### src/rtl/dma_xfer_pkg.sv
package dma_xfer_pkg;

    localparam int BUS_W  = 32;
    localparam int LANES  = BUS_W / 8;
    localparam int WSEL_W = 3;

    // register word indices
    localparam logic [WSEL_W-1:0] W_SRC  = 3'd0;
    localparam logic [WSEL_W-1:0] W_DST  = 3'd1;
    localparam logic [WSEL_W-1:0] W_CNT  = 3'd2;
    localparam logic [WSEL_W-1:0] W_CTRL = 3'd3;
    localparam logic [WSEL_W-1:0] W_STAT = 3'd4;

    localparam int CTRL_W = 7;

    // width codes
    localparam logic [1:0] WID_8  = 2'd0;
    localparam logic [1:0] WID_16 = 2'd1;

    // control word, MSB first so it maps onto bits 6..0
    typedef struct packed {
        logic       abort_mask;
        logic       dst_per;
        logic       src_per;
        logic       swap;
        logic [1:0] wid;
        logic       en;
    } ctrl_t;

    typedef enum logic [1:0] {
        ST_IDLE  = 2'd0,
        ST_READ  = 2'd1,
        ST_WRITE = 2'd2
    } seq_st_e;

    function automatic logic [2:0] elem_bytes(input logic [1:0] wid);
        case (wid)
            WID_8:   return 3'd1;
            WID_16:  return 3'd2;
            default: return 3'd4;
        endcase
    endfunction

    function automatic logic [BUS_W-1:0] lane_mask(input logic [1:0] wid);
        case (wid)
            WID_8:   return BUS_W'(8'hFF);
            WID_16:  return BUS_W'(16'hFFFF);
            default: return '1;
        endcase
    endfunction

    // reverse the byte order inside one element of the given width
    function automatic logic [BUS_W-1:0] byte_rev(input logic [BUS_W-1:0] v,
                                                  input logic [1:0] wid);
        logic [BUS_W-1:0] r;
        r = '0;
        case (wid)
            WID_8:  r = v;
            WID_16: r[15:0] = {v[7:0], v[15:8]};
            default: begin
                for (int b = 0; b < LANES; b++) begin
                    r[8*b +: 8] = v[8*(LANES-1-b) +: 8];
                end
            end
        endcase
        return r;
    endfunction

endpackage

### src/rtl/dma_xfer_regs.sv
module dma_xfer_regs
    import dma_xfer_pkg::*;
#(
    parameter int ADDR_W = 32,
    parameter int CNT_W  = 16
) (
    input  logic              clk,
    input  logic              rst,
    input  logic              reg_wen,
    input  logic [WSEL_W-1:0] reg_word,
    input  logic [BUS_W-1:0]  reg_wdata,
    output logic [BUS_W-1:0]  reg_rdata,
    input  logic              step,
    input  logic              finish,
    input  logic              abort_evt,
    output logic [ADDR_W-1:0] src_addr,
    output logic [ADDR_W-1:0] dst_addr,
    output logic [CNT_W-1:0]  count,
    output ctrl_t             ctrl,
    output logic              abort_flag,
    output logic              done_flag
);

    logic [ADDR_W-1:0] stride;
    assign stride = ADDR_W'(elem_bytes(ctrl.wid));

    always_ff @(posedge clk) begin
        if (rst) begin
            src_addr   <= '0;
            dst_addr   <= '0;
            count      <= '0;
            ctrl       <= '0;
            abort_flag <= 1'b0;
            done_flag  <= 1'b0;
        end else begin
            if (reg_wen) begin
                case (reg_word)
                    W_SRC:  src_addr <= reg_wdata[ADDR_W-1:0];
                    W_DST:  dst_addr <= reg_wdata[ADDR_W-1:0];
                    W_CNT:  count    <= reg_wdata[CNT_W-1:0];
                    W_CTRL: ctrl     <= ctrl_t'(reg_wdata[CTRL_W-1:0]);
                    W_STAT: begin
                        abort_flag <= abort_flag & ~reg_wdata[0];
                        done_flag  <= done_flag  & ~reg_wdata[1];
                    end
                    default: ;
                endcase
            end
            // channel events take precedence over a same-cycle software write
            if (step) begin
                if (!ctrl.src_per) src_addr <= src_addr + stride;
                if (!ctrl.dst_per) dst_addr <= dst_addr + stride;
                count <= count - CNT_W'(1);
            end
            if (finish) begin
                ctrl.en   <= 1'b0;
                done_flag <= 1'b1;
            end
            if (abort_evt) begin
                ctrl.en    <= 1'b0;
                abort_flag <= 1'b1;
            end
        end
    end

    always_comb begin
        case (reg_word)
            W_SRC:   reg_rdata = BUS_W'(src_addr);
            W_DST:   reg_rdata = BUS_W'(dst_addr);
            W_CNT:   reg_rdata = BUS_W'(count);
            W_CTRL:  reg_rdata = BUS_W'(ctrl);
            W_STAT:  reg_rdata = BUS_W'({done_flag, abort_flag});
            default: reg_rdata = '0;
        endcase
    end

endmodule

### src/rtl/dma_xfer_lane.sv
module dma_xfer_lane
    import dma_xfer_pkg::*;
(
    input  logic [BUS_W-1:0] rd_word,
    input  logic [1:0]       src_lo,
    input  logic [1:0]       dst_lo,
    input  logic [1:0]       wid,
    input  logic             swap,
    input  logic [BUS_W-1:0] elem_q,
    output logic [BUS_W-1:0] elem_in,
    output logic [BUS_W-1:0] wr_word
);

    logic [BUS_W-1:0] msk;
    logic [BUS_W-1:0] picked;

    always_comb begin
        msk     = lane_mask(wid);
        picked  = (rd_word >> {src_lo, 3'b000}) & msk;
        elem_in = swap ? byte_rev(picked, wid) : picked;
        wr_word = (elem_q & msk) << {dst_lo, 3'b000};
    end

endmodule

### src/rtl/dma_xfer_seq.sv
module dma_xfer_seq
    import dma_xfer_pkg::*;
#(
    parameter int ADDR_W = 32,
    parameter int CNT_W  = 16
) (
    input  logic              clk,
    input  logic              rst,
    input  logic              en,
    input  logic              src_per,
    input  logic              dst_per,
    input  logic [ADDR_W-1:0] src_addr,
    input  logic [ADDR_W-1:0] dst_addr,
    input  logic [CNT_W-1:0]  count,
    input  logic              src_dreq,
    input  logic              dst_dreq,
    input  logic              m_ready,
    input  logic              m_err,
    input  logic [BUS_W-1:0]  elem_in,
    output logic              m_req,
    output logic              m_write,
    output logic [ADDR_W-1:0] m_addr,
    output logic [BUS_W-1:0]  elem_q,
    output logic              step,
    output logic              finish,
    output logic              abort_evt,
    output logic              src_dack,
    output logic              dst_dack
);

    seq_st_e st, nxt;
    logic    wr_go;

    always_comb begin
        nxt       = st;
        m_req     = 1'b0;
        m_write   = 1'b0;
        m_addr    = src_addr;
        step      = 1'b0;
        finish    = 1'b0;
        abort_evt = 1'b0;
        src_dack  = 1'b0;
        dst_dack  = 1'b0;
        wr_go     = !dst_per || dst_dreq;
        case (st)
            ST_IDLE: begin
                if (en) begin
                    if (count == '0) begin
                        finish = 1'b1;
                    end else if (!src_per || src_dreq) begin
                        nxt = ST_READ;
                    end
                end
            end
            ST_READ: begin
                m_req = 1'b1;
                if (m_ready) begin
                    if (m_err) begin
                        abort_evt = 1'b1;
                        nxt       = ST_IDLE;
                    end else begin
                        src_dack = src_per;
                        nxt      = ST_WRITE;
                    end
                end
            end
            ST_WRITE: begin
                m_write = 1'b1;
                m_addr  = dst_addr;
                m_req   = wr_go;
                if (wr_go && m_ready) begin
                    nxt = ST_IDLE;
                    if (m_err) begin
                        abort_evt = 1'b1;
                    end else begin
                        step     = 1'b1;
                        dst_dack = dst_per;
                        finish   = (count == CNT_W'(1));
                    end
                end
            end
            default: nxt = ST_IDLE;
        endcase
    end

    always_ff @(posedge clk) begin
        if (rst) begin
            st     <= ST_IDLE;
            elem_q <= '0;
        end else begin
            st <= nxt;
            if (st == ST_READ && m_ready && !m_err) begin
                elem_q <= elem_in;
            end
        end
    end

endmodule

### src/rtl/dma_xfer_chan.sv
module dma_xfer_chan
    import dma_xfer_pkg::*;
#(
    parameter int ADDR_W = 32,
    parameter int CNT_W  = 16
) (
    input  logic              clk,
    input  logic              rst,
    input  logic              reg_wen,
    input  logic [2:0]        reg_word,
    input  logic [31:0]       reg_wdata,
    output logic [31:0]       reg_rdata,
    output logic              m_req,
    output logic              m_write,
    output logic [ADDR_W-1:0] m_addr,
    output logic [1:0]        m_size,
    output logic [31:0]       m_wdata,
    input  logic [31:0]       m_rdata,
    input  logic              m_ready,
    input  logic              m_err,
    input  logic              src_dreq,
    output logic              src_dack,
    input  logic              dst_dreq,
    output logic              dst_dack,
    output logic              irq_done,
    output logic              irq_abort
);

    logic [ADDR_W-1:0] src_addr, dst_addr;
    logic [CNT_W-1:0]  count;
    ctrl_t             ctrl;
    logic              abort_flag, done_flag;
    logic              step, finish, abort_evt;
    logic [BUS_W-1:0]  elem_in, elem_q;
    logic              chan_en, dst_is_per;

    assign chan_en    = ctrl.en;
    assign dst_is_per = ctrl.dst_per;

    dma_xfer_regs #(.ADDR_W(ADDR_W), .CNT_W(CNT_W)) u_regs (
        .clk        (clk),
        .rst        (rst),
        .reg_wen    (reg_wen),
        .reg_word   (reg_word),
        .reg_wdata  (reg_wdata),
        .reg_rdata  (reg_rdata),
        .step       (step),
        .finish     (finish),
        .abort_evt  (abort_evt),
        .src_addr   (src_addr),
        .dst_addr   (dst_addr),
        .count      (count),
        .ctrl       (ctrl),
        .abort_flag (abort_flag),
        .done_flag  (done_flag)
    );

    dma_xfer_seq #(.ADDR_W(ADDR_W), .CNT_W(CNT_W)) u_seq (
        .clk       (clk),
        .rst       (rst),
        .en        (ctrl.en),
        .src_per   (ctrl.src_per),
        .dst_per   (ctrl.dst_per),
        .src_addr  (src_addr),
        .dst_addr  (dst_addr),
        .count     (count),
        .src_dreq  (src_dreq),
        .dst_dreq  (dst_dreq),
        .m_ready   (m_ready),
        .m_err     (m_err),
        .elem_in   (elem_in),
        .m_req     (m_req),
        .m_write   (m_write),
        .m_addr    (m_addr),
        .elem_q    (elem_q),
        .step      (step),
        .finish    (finish),
        .abort_evt (abort_evt),
        .src_dack  (src_dack),
        .dst_dack  (dst_dack)
    );

    dma_xfer_lane u_lane (
        .rd_word (m_rdata),
        .src_lo  (src_addr[1:0]),
        .dst_lo  (dst_addr[1:0]),
        .wid     (ctrl.wid),
        .swap    (ctrl.swap),
        .elem_q  (elem_q),
        .elem_in (elem_in),
        .wr_word (m_wdata)
    );

    assign m_size    = ctrl.wid;
    assign irq_done  = done_flag;
    assign irq_abort = abort_flag & ctrl.abort_mask;

endmodule

### config.mk
export PLATFORM = sky130hd
export DESIGN_NAME = dma_xfer_chan
export DESIGN_NICKNAME = d
export VERILOG_FILES = /design/src/rtl/dma_xfer_pkg.sv /design/src/rtl/dma_xfer_regs.sv /design/src/rtl/dma_xfer_lane.sv /design/src/rtl/dma_xfer_seq.sv /design/src/rtl/dma_xfer_chan.sv
export SDC_FILE = /design/constraint.sdc
export NUM_CORES = 1
export LEC_CHECK = 0
export ABC_AREA = 1
export BUFFER_PORTS_ARGS = -buffer_cell sky130_fd_sc_hd__buf_2
export CORE_MARGIN = 5
export CORE_UTILIZATION = 54
export CTS_CLUSTER_DIAMETER = 50
export CTS_CLUSTER_SIZE = 24
export DETAILED_ROUTE_END_ITERATION = 10
export PLACE_DENSITY = 0.78
export SETUP_SLACK_MARGIN = 0.1
export SLEW_MARGIN = 25
export SYNTH_ARGS = -nofsm -noshare
export SYNTH_HDL_FRONTEND = slang
export SYNTH_SLANG_ARGS = --single-unit
### constraint.sdc
create_clock -name clk -period 5.1 [get_ports clk]
set_input_delay 0.255 -clock clk [delete_from_list [all_inputs] [get_ports clk]]
set_output_delay 0.255 -clock clk [all_outputs]
set_load 0.05 [all_outputs]
==> results of run 1 <==
==> cell families after synthesis <==
group	Yosys count
flip-flops	123
adder cells (fa/ha/maj)	12
buffers and inverters	317
XOR/XNOR	11
AND/OR/NAND/NOR	711
AO/OA/AOI/OAI	511
multiplexers	8
==> metrics by stage <==
step / util, % / cell area [sq um] / total power [W]
6_report: 63.4 / 11400 / 0.00271
5_1_grt: 63.4 / 11400 / 0.00279
4_1_cts: 63.4 / 11400 / 0.00270
3_5_place_dp: 59.9 / 10800 / 0.00137
3_3_place_gp: 59.8 / 10800 / 0.00137
2_1_floorplan: - / 9950 / 0.00125
==> worst max-delay path, cell delays in order (launching register included) <==
cell and delay [ns]:
dfxtp_1 0.31, inv_1 0.10, ha_2 0.19, inv_1 0.06, a21oi_2 0.12, nand2_1 0.51
nor2_4 0.85, inv_2 0.49, o21ai_0 0.17, o21ai_0 0.09, a31oi_1 0.20
==> flip-flops by register name, indices dropped and copies added (netlist names) <==
signal,flops
u_regs.abort_flag,1
u_regs.count,16
u_seq.elem_q,32
u_regs.src_addr,32
u_regs.done_flag,1
u_regs.ctrl,7
u_regs.dst_addr,32
u_seq.st,2
==> layer usage <==
metal | vias up | wire [um] | track usage [%] | part of all wire [%]
met3 | 93 | 5000 | 9.93 | 13
met5 | - | 0 | 0 | 0
li1 | 5901 | - | - | -
met2 | 797 | 16200 | 49.5 | 41
met1 | 5650 | 16800 | 52.1 | 43
met4 | 0 | 1080 | 10.1 | 2.8
==> layout make-up <==
type                    count  area (sq um)
repair buffers            187           961
multi-input cells        1253          6250
diodes                      1          2.50
fillers                  1783          6600
clock buffers              24           502
inverters                 219           823
clock inverters             7           135
flip-flops and latches    123          2460
well taps                 229           287
==> power breakdown <==
group / internal [W] / leakage [nW] / switching (W)
logic: 0.0000961 / 3.76 / 0.000258
clock network: 0.000879 / 0.316 / 0.000462
registers: 0.000982 / 0.995 / 0.0000312
==> synth_stat cells, types with 3 or more instances <==
master	instances
a21oi_1	118
a31oi_1	49
buf_1	6
buf_2	18
buf_4	7
clkbuf_1	66
dfxtp_1	123
ha_1	12
inv_1	209
inv_2	9
mux2i_1	8
nand2_1	355
nand2_2	8
nand2_4	6
nand3_1	99
nand3_2	4
nand3b_1	3
nand4_1	26
nand4_2	4
nor2_1	149
nor2_2	8
nor3_1	30
o2111ai_1	6
o211ai_1	14
o21ai_0	272
o221ai_1	10
o22ai_1	27
o31ai_1	3
or2_2	11
xor2_1	9
==> final timing paths <==
check / slack [ns] / endpoint / cells after the start
hold / removal: 0.11 / u_regs.ctrl[6] / 3
hold reg to reg: 0.48 / u_regs.ctrl[6] / 2
setup / recovery: 1.90 / u_regs.dst_addr[30] / 10
setup reg to reg: 1.90 / u_regs.dst_addr[30] / 10
==> results.cfg, run 1 <==
[die]
fp.dieH_um = 146
io_pins = 178
die_area_sq_um = 21200
die_x_um = 146
start_util_pct = 55.2
rows = 49
core_sq_um = 18000

[worst_hold_path]
hold_class = input port to flip-flop
min_from = reg_wdata[6]

[global_route]
grt_pass1_vias = 10857
grt_start_max_net_pins = 94
antenna_found_initial = 1
gr-total-overflow = 0
grt_pass1_wl_um = 61100
grt_usage_pct = 35.2

[logic_synthesis]
netlist_area_sq_um = 9950
synthTopCellsByArea = dfxtp_1 (25%), o21ai_0 (14%), nand2_1 (13%)
synth_simple_gate_area_share_pct = 31.5
yosys_most_used_dff = dfxtp_1
synth_mux_area_share_pct = 0.805
synth_top_family_by_area = simple AND/OR/NAND/NOR gates
synth_top_cell_area_share_pct = 24.8
synth.net_count = 1779
synthXorXnorAreaFrac_pct = 0.969
synth_edf_count = 0
synthArstFlopShare_pct = 0
synth_compound_area_share_pct = 28.0
ys_ff_latch = 123
synth_top_area_cell = dfxtp_1
synth_cell_types = 47
avgSynthCellArea_sq_um = 5.88
ys_seq_area_share_pct = 24.8
ys_warn_count = 0
syn_inst = 1693
synthAdderAreaFrac_pct = 1.51

[cells_and_area]
instances_no_fill = 2043
nets = 1887
area.growth.synth_to_final_pct = 14.9
layout.cells.most_common_list = nand2_1 (354), o21ai_0 (272), inv_1 (204), buf_2 (177), nor2_1 (147)
drive_gt1_share_pct = 15.4
layout_commonest_cell = nand2_1

[route]
drc = 0
drtPass1Iterations = 6
viasPerCell = 6.09
routed_wl_um = 39100
via_count = 12441
dr.first_iter.drc_count = 2106
wl_per_cell_um = 19.1
final_antenna_net_count = 0

[worst_setup_path]
setup.worst_path.start = u_seq.st[0]
start_kind = flip-flop
path_class = flip-flop to flip-flop
cp.arrival_ns = 3.54
rr_startpoint = u_seq.st[0]
crit_required_ns = 5.44
cp_max_fo = 36
worstSetupEndpointType = flip-flop

[sta]
setup_tns_ns = 0
worst_slew_pin_slew_ns = 0.955
fmax_mhz = 313
slew_headroom_pct = 36.3
period_needed_ns = 3.20
rsz0062_at_grt = false
hold_ws_ns = 0.115
setup_viol = 0
fin_skew_ns = 0.0101
final_hold_viol_count = 0
finalCritPeriodShare_pct = 62.7
slew_viol_final = 0
fin_ws_ns = 1.90

[clock_network]
clock_latency_ns = 0.43
cts_max_level = 4
numCtsBuffers = 17
clk_root_buffer_cell = clkbuf_16
clockBufferDepth = 2
cts_hold_buf = 0
cts_tree = yes
cts.sinks = 123
postCtsSetupRepairBufs = 0
clk_pin_slew_ns = 0.06
post_cts_resized = 0

[placed_design]
gp_congestion = 1.02
pre_cts_ws_ns = 1.97
place_hpwl_um = 28900
portBuffers = 177
dp_cells = 2011

[pwr]
p_leak_nw = 5.07
power.density_nw_per_um2 = 237
ir_drop_uv = 220

[job]
maxCapViolations = 0

[outcome]
status = completed
Power figures use the tool's default switching activity.
==> run 2: changes to the inputs <==
--- a/config.mk
+++ b/config.mk
@@ -5,7 +5,7 @@
 export SDC_FILE = /design/constraint.sdc
 export NUM_CORES = 1
 export LEC_CHECK = 0
-export ABC_AREA = 1
+export ABC_AREA = 0
 export BUFFER_PORTS_ARGS = -buffer_cell sky130_fd_sc_hd__buf_2
 export CORE_MARGIN = 5
 export CORE_UTILIZATION = 54
==> constraint.sdc (replaced) <==
create_clock -name clk -period 3.1 [get_ports clk]
set_input_delay 0.155 -clock clk [delete_from_list [all_inputs] [get_ports clk]]
set_output_delay 0.155 -clock clk [all_outputs]
set_load 0.05 [all_outputs]
==> results.cfg, run 2 <==
[placed_design]
place_hpwl_um = 23600
gp_congestion = 0.953
pre_cts_ws_ns = 0.434
portBuffers = 177

[logic_synthesis]
syn_inst = 1246
yosysMostFrequentCell = nor2_1
synth_compound_area_share_pct = 24.9
synthAdderAreaFrac_pct = 1.76
synth.net_count = 1332
synth_top_family_by_area = simple AND/OR/NAND/NOR gates
yosys_most_used_dff = dfxtp_1
synth_mux_area_share_pct = 12.8
synth_common_cells = nor2_1 (168), nand2_1 (161), dfxtp_1 (123)
synthArstFlopShare_pct = 0
ys_seq_area_share_pct = 26.8
avgSynthCellArea_sq_um = 7.37
synth_top_area_cell = dfxtp_1
synth_top_cell_area_share_pct = 26.8
synth_edf_count = 0
synth_simple_gate_area_share_pct = 27.4
synth_cell_types = 76
ys_ff_latch = 123
synthTopCellsByArea = dfxtp_1 (27%), nor2_1 (6.9%), mux2i_1 (6.8%)
netlist_area_sq_um = 9190
synthXorXnorAreaFrac_pct = 1.05
ys_warn_count = 0

[sta]
finalCritPeriodShare_pct = 89.0
rsz0062_at_grt = false
period_needed_ns = 2.76
slew_headroom_pct = 48.3
slew_viol_final = 0
fin_ws_ns = 0.340
setup_tns_ns = 0
final_hold_viol_count = 0
fin_skew_ns = 0.00541
setup_viol = 0
fmax_mhz = 362
worst_slew_pin_slew_ns = 0.772

[clock_network]
cts.sinks = 123
clk_root_buffer_cell = clkbuf_16
post_cts_resized = 0
postCtsSetupRepairBufs = 0
numCtsBuffers = 17
clockBufferDepth = 2
cts_tree = yes
clk_pin_slew_ns = 0.06
clock_latency_ns = 0.43
cts_hold_buf = 2
cts_max_level = 4

[pwr]
p_leak_nw = 4.30
power.density_nw_per_um2 = 391
ir_drop_uv = 415

[worst_setup_path]
r2r_setup_slack_ns = 0.34
path_delay_family = compound AO/OA/AOI/OAI gates
crit_required_ns = 3.41
cp_slowest_cell = a211oi_2
worstSetupEndpointType = flip-flop
slowest_delay_ns = 0.51
cp_cell_sequence = buf_4 > ha_1 > o211ai_1 > a211oi_2 > and3_1 > a311oi_1 > a2111oi_0
cp.arrival_ns = 3.07
crit_buf_inv = 1
path_class = flip-flop to flip-flop
start_kind = flip-flop
cp_max_fo = 29

[die]
start_util_pct = 55.2
fp.dieH_um = 140
die_area_sq_um = 19700
rows = 47
die_x_um = 140
core_sq_um = 16600
io_pins = 178

[route]
drtPass1Iterations = 6
final_antenna_net_count = 0
wl_per_cell_um = 20.0
dr.first_iter.drc_count = 1019
via_count = 10408
viasPerCell = 6.42
routed_wl_um = 32400
drc = 0

[cells_and_area]
reg.largest.list = u_regs.dst_addr: 32 flops, u_regs.src_addr: 32 flops, u_seq.elem_q: 32 flops
nets = 1473
n_antenna_cell = 0
drive_gt1_share_pct = 23.4
layout.cells.most_common_list = buf_2 (176), nor2_1 (168), nand2_1 (161), dfxtp_1 (123), a21oi_1 (98)
layout_commonest_cell = buf_2
n_fill_cell = 1478
area.growth.synth_to_final_pct = 18.3

[outcome]
status = completed

[global_route]
antenna_found_initial = 0
grt_pass1_wl_um = 50100
grt_pass1_vias = 9667
gr-total-overflow = 0
grt_start_max_net_pins = 86
grt_usage_pct = 31.3

[worst_hold_path]
hold_class = input port to flip-flop

[job]
maxCapViolations = 0
run 2: changes by cell type after synthesis, moves of 14 or more:
cell	previous run	this run
o21ai_0	272	75
nand2_1	355	161
inv_1	209	25
nand3_1	99	34
mux2i_1	8	62
mux2_2	0	39
and2_1	1	27
nor3_1	30	53
a31oi_1	49	28
o22ai_1	27	6
a21oi_1	118	98
nor2_1	149	168
a221oi_1	2	17
nand4_1	26	12
run 2: cell type report:
class	count	area [sq um]	area share [%]
multi-input cells	1004	6240	57.4
inverters	26	97.6	0.898
repair buffers	215	1190	11.0
well taps	220	275	2.53
clock buffers	18	429	3.95
clock inverters	14	178	1.63
flip-flops and latches	123	2460	22.7
run 2: logic make-up after synthesis:
| kind of cell | Yosys count |
|---|---|
| mux | 106 |
| xor+xnor | 11 |
| flops | 123 |
| compound gates | 345 |
| buf+inv | 119 |
| simple gates | 529 |
| fa+ha+maj | 13 |
run 2: worst paths after layout:
| check | cells after the start | to | start |
|---|---|---|---|
| setup / recovery | 7 | u_regs.dst_addr[24] | u_regs.ctrl[2] |
| hold / removal | 3 | u_regs.src_addr[28] | reg_wdata[28] |
| setup reg to reg | 7 | u_regs.dst_addr[24] | u_regs.ctrl[2] |
| hold reg to reg | 2 | u_seq.elem_q[10] | u_seq.elem_q[10] |
run 2: routing by layer:
layer | up-vias | part of all wire, % | global-route usage [%]
li1 | 4847 | - | -
met1 | 4771 | 39 | 38.4
met2 | 645 | 46 | 50.7
met3 | 145 | 8.9 | 5.59
met4 | 0 | 6.3 | 19.3
met5 | - | 0 | 0
run 2: metrics by stage:
step	hold slack [ns]	util [%]	instance area (sq um)	power (W)	cells
finish	0.0126	65.3	10900	0.00425	1620
global route	0.0182	65.3	10900	0.00435	1620
CTS	0.00690	65.3	10900	0.00424	1620
detailed placement	0.427	61.5	10200	0.00219	1586
global placement	0.423	61.5	10200	0.00218	1586
floorplan	0.291	-	9190	0.00200	1246
run 2: report_power, final:
group / internal (W) / switching, W / total, W / leakage, nW
clock network: 0.00133 / 0.000748 / 0.00208 / 0.295
logic: 0.000175 / 0.000335 / 0.000510 / 3.01
registers: 0.00161 / 0.0000463 / 0.00166 / 0.995
run 2: worst min-delay path, stage by stage:
cell and delay (ns):
buf_2 0.11, nand2_1 0.06, a31oi_1 0.06
==> run 3: changes to the inputs <==
--- a/config.mk
+++ b/config.mk
@@ -8,11 +8,10 @@
 export ABC_AREA = 0
 export BUFFER_PORTS_ARGS = -buffer_cell sky130_fd_sc_hd__buf_2
 export CORE_MARGIN = 5
-export CORE_UTILIZATION = 54
+export CORE_UTILIZATION = 41
 export CTS_CLUSTER_DIAMETER = 50
 export CTS_CLUSTER_SIZE = 24
 export DETAILED_ROUTE_END_ITERATION = 10
-export PLACE_DENSITY = 0.78
 export SETUP_SLACK_MARGIN = 0.1
 export SLEW_MARGIN = 25
 export SYNTH_ARGS = -nofsm -noshare
==> results.cfg, run 3 (synthesis results as in run 2) <==
[outcome]
status = completed

[clock_network]
cts_max_level = 4
clock_latency_ns = 0.43
cts_tree = yes
numCtsBuffers = 17
clk_pin_slew_ns = 0.06
cts.sinks = 123
clockBufferDepth = 2
clk_root_buffer_cell = clkbuf_16

[die]
fp.dieH_um = 160
start_util_pct = 41.8
die_x_um = 160
io_pins = 178
rows = 54
core_sq_um = 22000
die_area_sq_um = 25500

[cells_and_area]
n_antenna_cell = 0
layout.cells.most_common_list = buf_2 (176), nor2_1 (168), nand2_1 (161), dfxtp_1 (122), a21oi_1 (98)
layout_commonest_cell = buf_2
reg.largest.list = u_regs.dst_addr: 32 flops, u_regs.src_addr: 32 flops, u_seq.elem_q: 32 flops
nets = 1478
drive_gt1_share_pct = 23.8
final_util_pct = 50.0
area.growth.synth_to_final_pct = 19.4

[worst_setup_path]
cp_max_fo = 6
cp_slowest_cell = a211oi_4
path_class = flip-flop to flip-flop
worstSetupEndpointType = flip-flop
crit_required_ns = 3.45
cp.arrival_ns = 3.07
slowest_delay_ns = 0.42
r2r_setup_slack_ns = 0.38
cp_common_cell = ha_1
crit_buf_inv = 1
path_delay_family = simple AND/OR/NAND/NOR gates
cp_cell_sequence = or2_2 > inv_1 > ha_1 > ha_1 > a21oi_1 > a211oi_4 > and2_1 > nor3b_1 > mux2_2 > nor3_1
start_kind = flip-flop

[placed_design]
portBuffers = 177
gp_congestion = 0.912
pre_cts_ws_ns = 0.386
place_hpwl_um = 25300

[pwr]
ir_drop_uv = 283
p_total_w = 0.00418
p_leak_nw = 4.31
power.density_nw_per_um2 = 381

[route]
drc = 0
routed_wl_um = 33800
viasPerCell = 6.06
wl_per_cell_um = 20.0
final_antenna_net_count = 0
via_count = 10209
dr.first_iter.drc_count = 926
drtPass1Iterations = 5

[sta]
fin_skew_ns = 0.0111
final_hold_viol_count = 0
setup_tns_ns = 0
rsz0062_at_grt = false
fin_ws_ns = 0.378
period_needed_ns = 2.72
fmax_mhz = 367
setup_viol = 0
slew_headroom_pct = 50.2
worst_slew_pin_slew_ns = 0.745
finalCritPeriodShare_pct = 87.8
slew_viol_final = 0

[global_route]
grt_pass1_vias = 9491
grt_usage_pct = 25.6
antenna_found_initial = 0
gr-total-overflow = 0
grt_pass1_wl_um = 53200
grt_start_max_net_pins = 59

[worst_hold_path]
hold_class = input port to flip-flop

[job]
maxCapViolations = 0
run 3: per-stage QoR:
stage	std cells	instance area, sq um	hold WS [ns]
2_1_floorplan	1246	9190	0.291
3_3_place_gp	1651	10400	0.444
3_5_place_dp	1651	10400	0.444
4_1_cts	1685	11000	0.00562
5_1_grt	1685	11000	0.0145
6_report	1685	11000	0.0123
run 3: worst paths after layout:
| kind | start | endpoint | cells past startpoint |
|---|---|---|---|
| max | u_regs.ctrl[1] | u_regs.src_addr[12] | 10 |
| min | reg_wdata[28] | u_regs.src_addr[28] | 3 |
| max reg2reg | u_regs.ctrl[1] | u_regs.src_addr[12] | 10 |
| min reg2reg | u_seq.elem_q[11] | u_seq.elem_q[11] | 2 |
run 3: layout make-up:
cell class | count | area [sq um]
clock inverters | 11 | 109
clock buffers | 21 | 480
inverters | 26 | 97.6
well taps | 280 | 350
flip-flops and latches | 123 | 2460
fillers | 2233 | 11000
multi-input cells | 1004 | 6240
repair buffers | 220 | 1230
run 3: repair_timing:
action	in CTS	in global routing
buffers inserted	0	0
hold buffers	2	0
gates resized for setup	0	1
endpoints found under the setup margin	0	1
endpoints found under the hold margin	2	0
run 3: layer usage:
metal | GRT usage [%] | part of all wire (%)
met5 | 0 | 0
met4 | 10.5 | 3.6
met3 | 4.30 | 7.4
met2 | 43.1 | 48
met1 | 32.7 | 41
run 3: worst register-to-register path, cell delays in order (launching register included):
cell,delay (ns)
dfxtp_1,0.35
or2_2,0.30
inv_1,0.08
ha_1,0.19
ha_1,0.19
a21oi_1,0.15
a211oi_4,0.42
and2_1,0.27
nor3b_1,0.23
mux2_2,0.36
nor3_1,0.12
run 3: report_power, final:
group	leakage [nW]	switching (W)	total [W]	internal, W
Clock	0.279	0.000811	0.00201	0.00120
Combinational	3.04	0.000335	0.000512	0.000177
Sequential	0.995	0.0000473	0.00166	0.00161
Total	4.31	0.00119	0.00418	0.00299
